==> src/rtl/cfg_io_port.sv <==
module cfg_io_port #(
  parameter int W            = 8,
  parameter bit HAS_MODE_REG = 1'b1
) (
  input  logic         clk,
  input  logic         rst_n,
  input  logic         bus_wr,
  input  logic         bus_rd,
  input  logic [1:0]   bus_addr,
  input  logic [W-1:0] bus_wdata,
  output logic [W-1:0] bus_rdata,
  input  logic [W-1:0] la_out,
  input  logic [W-1:0] la_oe,
  input  logic [W-1:0] la_in_mark,
  output logic [W-1:0] la_in,
  input  logic [W-1:0] pad_in,
  output logic [W-1:0] pad_out,
  output logic [W-1:0] pad_oe,
  output logic [W-1:0] dir_conflict
);
  localparam logic [1:0] OFS_DIN  = 2'd0;
  localparam logic [1:0] OFS_MODE = 2'd1;
  localparam logic [1:0] OFS_DOUT = 2'd2;
  localparam logic [1:0] OFS_DIR  = 2'd3;

  logic [W-1:0] mode_q, dout_q, dir_q;
  logic [W-1:0] sync1_q, sync2_q;
  logic [W-1:0] rd_mux;

  generate
    if (HAS_MODE_REG) begin : g_mode
      always_ff @(posedge clk or negedge rst_n)
        if (!rst_n) mode_q <= '0;
        else if (bus_wr && bus_addr == OFS_MODE) mode_q <= bus_wdata;
    end else begin : g_nomode
      assign mode_q = '0;
    end
  endgenerate

  always_ff @(posedge clk or negedge rst_n)
    if (!rst_n) begin
      dout_q <= '0;
      dir_q  <= '0;
    end else if (bus_wr) begin
      if (bus_addr == OFS_DOUT) dout_q <= bus_wdata;
      if (bus_addr == OFS_DIR)  dir_q  <= bus_wdata;
    end

  always_ff @(posedge clk or negedge rst_n)
    if (!rst_n) begin
      sync1_q <= '0;
      sync2_q <= '0;
    end else begin
      sync1_q <= pad_in;
      sync2_q <= sync1_q;
    end

  always_comb
    case (bus_addr)
      OFS_DIN:  rd_mux = sync2_q;
      OFS_MODE: rd_mux = mode_q;
      OFS_DOUT: rd_mux = dout_q;
      default:  rd_mux = dir_q;
    endcase

  always_ff @(posedge clk or negedge rst_n)
    if (!rst_n)      bus_rdata <= '0;
    else if (bus_rd) bus_rdata <= rd_mux;

  assign pad_oe       = dir_q | la_oe;
  assign pad_out      = (mode_q & la_out) | (~mode_q & dout_q);
  assign la_in        = sync2_q;
  assign dir_conflict = dir_q & la_in_mark;

  // a direction write forces the written bits to drive on the next cycle
  a_r3_dir_drives: assert property (@(posedge clk) disable iff (!rst_n)
    (bus_wr && bus_addr == OFS_DIR) |=> ((pad_oe & $past(bus_wdata)) == $past(bus_wdata)));

  // Data Out write reaches register-mode pins right after the edge
  a_r4_dout_to_pad: assert property (@(posedge clk) disable iff (!rst_n)
    (bus_wr && bus_addr == OFS_DOUT && mode_q == '0) |=> (pad_out == $past(bus_wdata)));

  // Data In read returns the synchronised level one clock later
  a_r5_din_read: assert property (@(posedge clk) disable iff (!rst_n)
    (bus_rd && bus_addr == OFS_DIN) |=> (bus_rdata == $past(la_in)));

  // read data holds between reads
  a_r8_rdata_hold: assert property (@(posedge clk) disable iff (!rst_n)
    !bus_rd |=> $stable(bus_rdata));

  // writes to the Data In offset leave state alone
  a_r10_din_write_ignored: assert property (@(posedge clk) disable iff (!rst_n)
    (bus_wr && bus_addr == OFS_DIN) |=> (dir_q == $past(dir_q) && dout_q == $past(dout_q) && mode_q == $past(mode_q)));

  generate
    if (!HAS_MODE_REG) begin : g_chk_nomode
      // without the mode register every pin follows Data Out
      a_r6_always_mcu: assert property (@(posedge clk) disable iff (!rst_n)
        (bus_wr && bus_addr == OFS_MODE) |=> (pad_out == dout_q));
    end
  endgenerate
endmodule

==> config.mk <==
export PLATFORM = sky130hd
export DESIGN_NAME = cfg_io_port
export DESIGN_NICKNAME = d
export VERILOG_FILES = /design/src/rtl/cfg_io_port.sv
export SDC_FILE = /design/constraint.sdc
export NUM_CORES = 1
export LEC_CHECK = 0
export BUFFER_PORTS_ARGS = -buffer_cell sky130_fd_sc_hd__buf_2
export CAP_MARGIN = 20
export CORE_UTILIZATION = 45
export DETAILED_ROUTE_END_ITERATION = 10
export PLACE_DENSITY = 0.76
export SLEW_MARGIN = 20
export SYNTH_ARGS = -nofsm -noshare
export SYNTH_HDL_FRONTEND = slang
export SYNTH_SLANG_ARGS = --single-unit
==> constraint.sdc <==
create_clock -name clk -period 1.1 [get_ports clk]
set_clock_uncertainty 0.1 [all_clocks]
set_input_delay 0.055 -clock clk [delete_from_list [all_inputs] [get_ports clk]]
set_output_delay 0.055 -clock clk [all_outputs]
set_load 0.1 [all_outputs]
==> run metrics <==
crit path cell chain=mux2_4, buf_12; Nets=315; CP bufs+invs=1; violated checks=setup timing; Worst-Skew Late Latency=0.29 ns; initial antenna violation count=0; CP max FO=2; setup violators final=36; register area share after synthesis=59.0%; Hold WC Path Type=primary input to register; Mapped Area=2040 um2; Via density=roughly 5.2; Synth cell types=12; placed cell count=280; PortBufs=85; Layout Cells excl Fill=322; final WL=5700 um; Final Cycle Share=124%; Max H-tree Level=2; deepest clock path buffer count=2; Post-synth top cells=dfrtp_1 (48), mux2_2 (32), mux2i_1 (16); VDD IR max=1.34 mV; syn_nets=182; main flop type after synthesis=dfrtp_1; FFs w/ async S/R, synth=100%; reg2reg start=dir_q[4]$_DFFE_PN0P_; worst setup path class=register to output pin; min-delay src=bus_rd; Slew Viols, Final=0; end of the worst hold path=bus_rdata[7]$_DFFE_PN0P_; reg2reg setup slack=-0.09 ns; die area=roughly 4800 um2; vias in the first global route=1866; final core occ=just under 90%; Area growth, synth to finish=85.3%; Arr. time, crit path=1.21 ns; Reg2Reg Depth=4; Fmax achieved=roughly 0.73 GHz; Crit path largest cell delay=0.42 ns; Crit path max-delay family=flip-flops; 1st-pass router iterations=4; CTS tree=built; Worst-Margin Slew=0.367 ns; first-pass GRT wire length=approximately 9300 um; Starting Density=46.8%; CP Capture Type=output pin; Worst Path Required=between 0.9 and 1 ns; Hold Crit Depth=3; gr usage total=25.6%; pwr dens=1860 nW/um2; RSZ-0062 raised after global routing=true; Final WS setup=-0.265 ns; max-cap viol count=0; routed len/inst=around 18 um; post-synth top area cell=dfrtp_1; R2R Path End=bus_rdata[4]$_DFFE_PN0P_; total CTS buffers=5; largest net degree at the start of global routing=49; die width=69.3 um; clock root cell=clkbuf_8; Yosys Warn Count=0; syn_area_per_cell=15.0 um2; normalized max-slew margin=75.5%; Via Count=~1.7k; number of synthesized flops with an enable pin=0; total gr overflow=0; Std-Cell Rows=24; ranking of synthesized cells by area=dfrtp_1 (59%), mux2_2 (18%), mux2i_1 (7.9%), o221ai_1 (3.4%), nand2b_1 (2.8%); crit path time final=1.36 ns; GP Congestion=0.716; IO Pins=86; Final Hold Vio Count=0; CP max stage cell=dfrtp_1; Initial DRC Count=a little over 90; post-synth top area share=59.0%; outcome=finished, violations left; DRC=0; Num Clock Sinks=48; Post-DRT Antenna Nets=0; synthesized instance count=136; crit start category=register; Worst-path clk slew=roughly 0.08 ns; flops & latches, synth=48; DP Wirelength=3390 um; die height=a little under 70 um; # diodes=0; layout cells sized above 1=68.9%; Leakage=approximately 0.0018 uW; most frequent cell after synthesis=dfrtp_1; core area=4350 um2
[worst register-to-register path: stages, from the launching register on]
cell and delay [ns]:
dfrtp_1 0.42, buf_6 0.13, buf_6 0.11, mux2i_1 0.15, o221ai_1 0.14
[per-layer routing]
layer / vias to the layer above / GRT usage (%) / routed length (um)
met2: 69 / 47.0 / 3080
met1: 825 / 28.9 / 2170
li1: 760 / - / -
met4: 0 / 6.12 / 91
met5: - / 0 / 0
met3: 10 / 7.85 / 364
[cells by family (layout without fill, tap and decap cells)]
| kind of cell | Yosys count | in the layout | synth area share (%) |
|---|---|---|---|
| flops | 48 | 48 | 59.0 |
| buf+inv | 3 | 137 | 1.35 |
| mux | 48 | 48 | 25.6 |
| compound gates | 8 | 8 | 3.44 |
| simple gates | 29 | 29 | 10.7 |
[stage by stage]
stage	TNS [ns]	cell area (um2)	worst slack, ns	hold WS (ns)	total power [uW]
5_1_grt	-6.14	3770	-0.291	0.0521	7230
3_3_place_gp	-0.00716	3130	-0.00716	-0.0369	5310
6_report	-4.92	3770	-0.265	0.0398	7010
3_5_place_dp	-0.0326	3130	-0.0259	-0.0443	5370
2_1_floorplan	-0.123	2080	-0.0472	-0.341	4220
4_1_cts	-5.00	3740	-0.269	0.0289	6950
[registers in the layout (all words and copies together) (netlist names)]
register   flops
dir_q          8
sync1_q        8
bus_rdata      8
mode_q         8
dout_q         8
la_in          8
[worst max path at each step]
stage / from / end / slack, ns / cells past startpoint
global route: mode_q[4]$_DFFE_PN0P_ / pad_out[4] / -0.29 / 2
floorplan: la_in[0]$_DFF_PN0_ / bus_rdata[0]$_DFFE_PN0P_ / -0.05 / 2
detailed placement: dir_q[7]$_DFFE_PN0P_ / pad_oe[7] / -0.03 / 2
global placement: dir_q[7]$_DFFE_PN0P_ / pad_oe[7] / -0.007 / 2
finish: mode_q[7]$_DFFE_PN0P_ / pad_out[7] / -0.26 / 2
CTS: mode_q[7]$_DFFE_PN0P_ / pad_out[7] / -0.27 / 2
[timing repair]
action | 4_1_cts | 5_1_grt
setup endpoints to repair | 32 | 42
resized for setup | 70 | 8
pin swaps | 16 | 1
hold endpoints to repair | 80 | 0
buffers inserted | 16 | 3
hold buffers | 17 | 0
[layout make-up]
class                           count  area (um2)
Sequential cell                    48        1240
Multi-Input combinational cell     85         901
Fill cell                         212         579
Timing Repair Buffer              129        1480
Tap cell                           52        65.1
Clock buffer                        8        90.1
[placed cells by master, fill, tap and decap left out, types with 7 or more instances in the layout]
cell | Yosys | routed
dfrtp_2 | 0 | 9
nand2b_1 | 9 | 9
mux2i_1 | 16 | 15
buf_12 | 0 | 42
buf_6 | 2 | 15
o221ai_1 | 8 | 8
dfrtp_4 | 0 | 7
and2_4 | 0 | 8
buf_2 | 1 | 45
dlygate4sd3_1 | 0 | 17
or2_4 | 0 | 8
dfrtp_1 | 48 | 32
mux2_4 | 0 | 13
mux2_2 | 32 | 19
buf_4 | 0 | 10
[report_power, final]
part / switching [uW] / internal, uW / leakage [uW]
logic: 2080 / 1600 / 0.00120
clock network: 554 / 514 / 0.0000455
registers: 227 / 2030 / 0.000553
total: 2860 / 4140 / 0.00179
No activity file was read; power rests on OpenSTA's default activity.
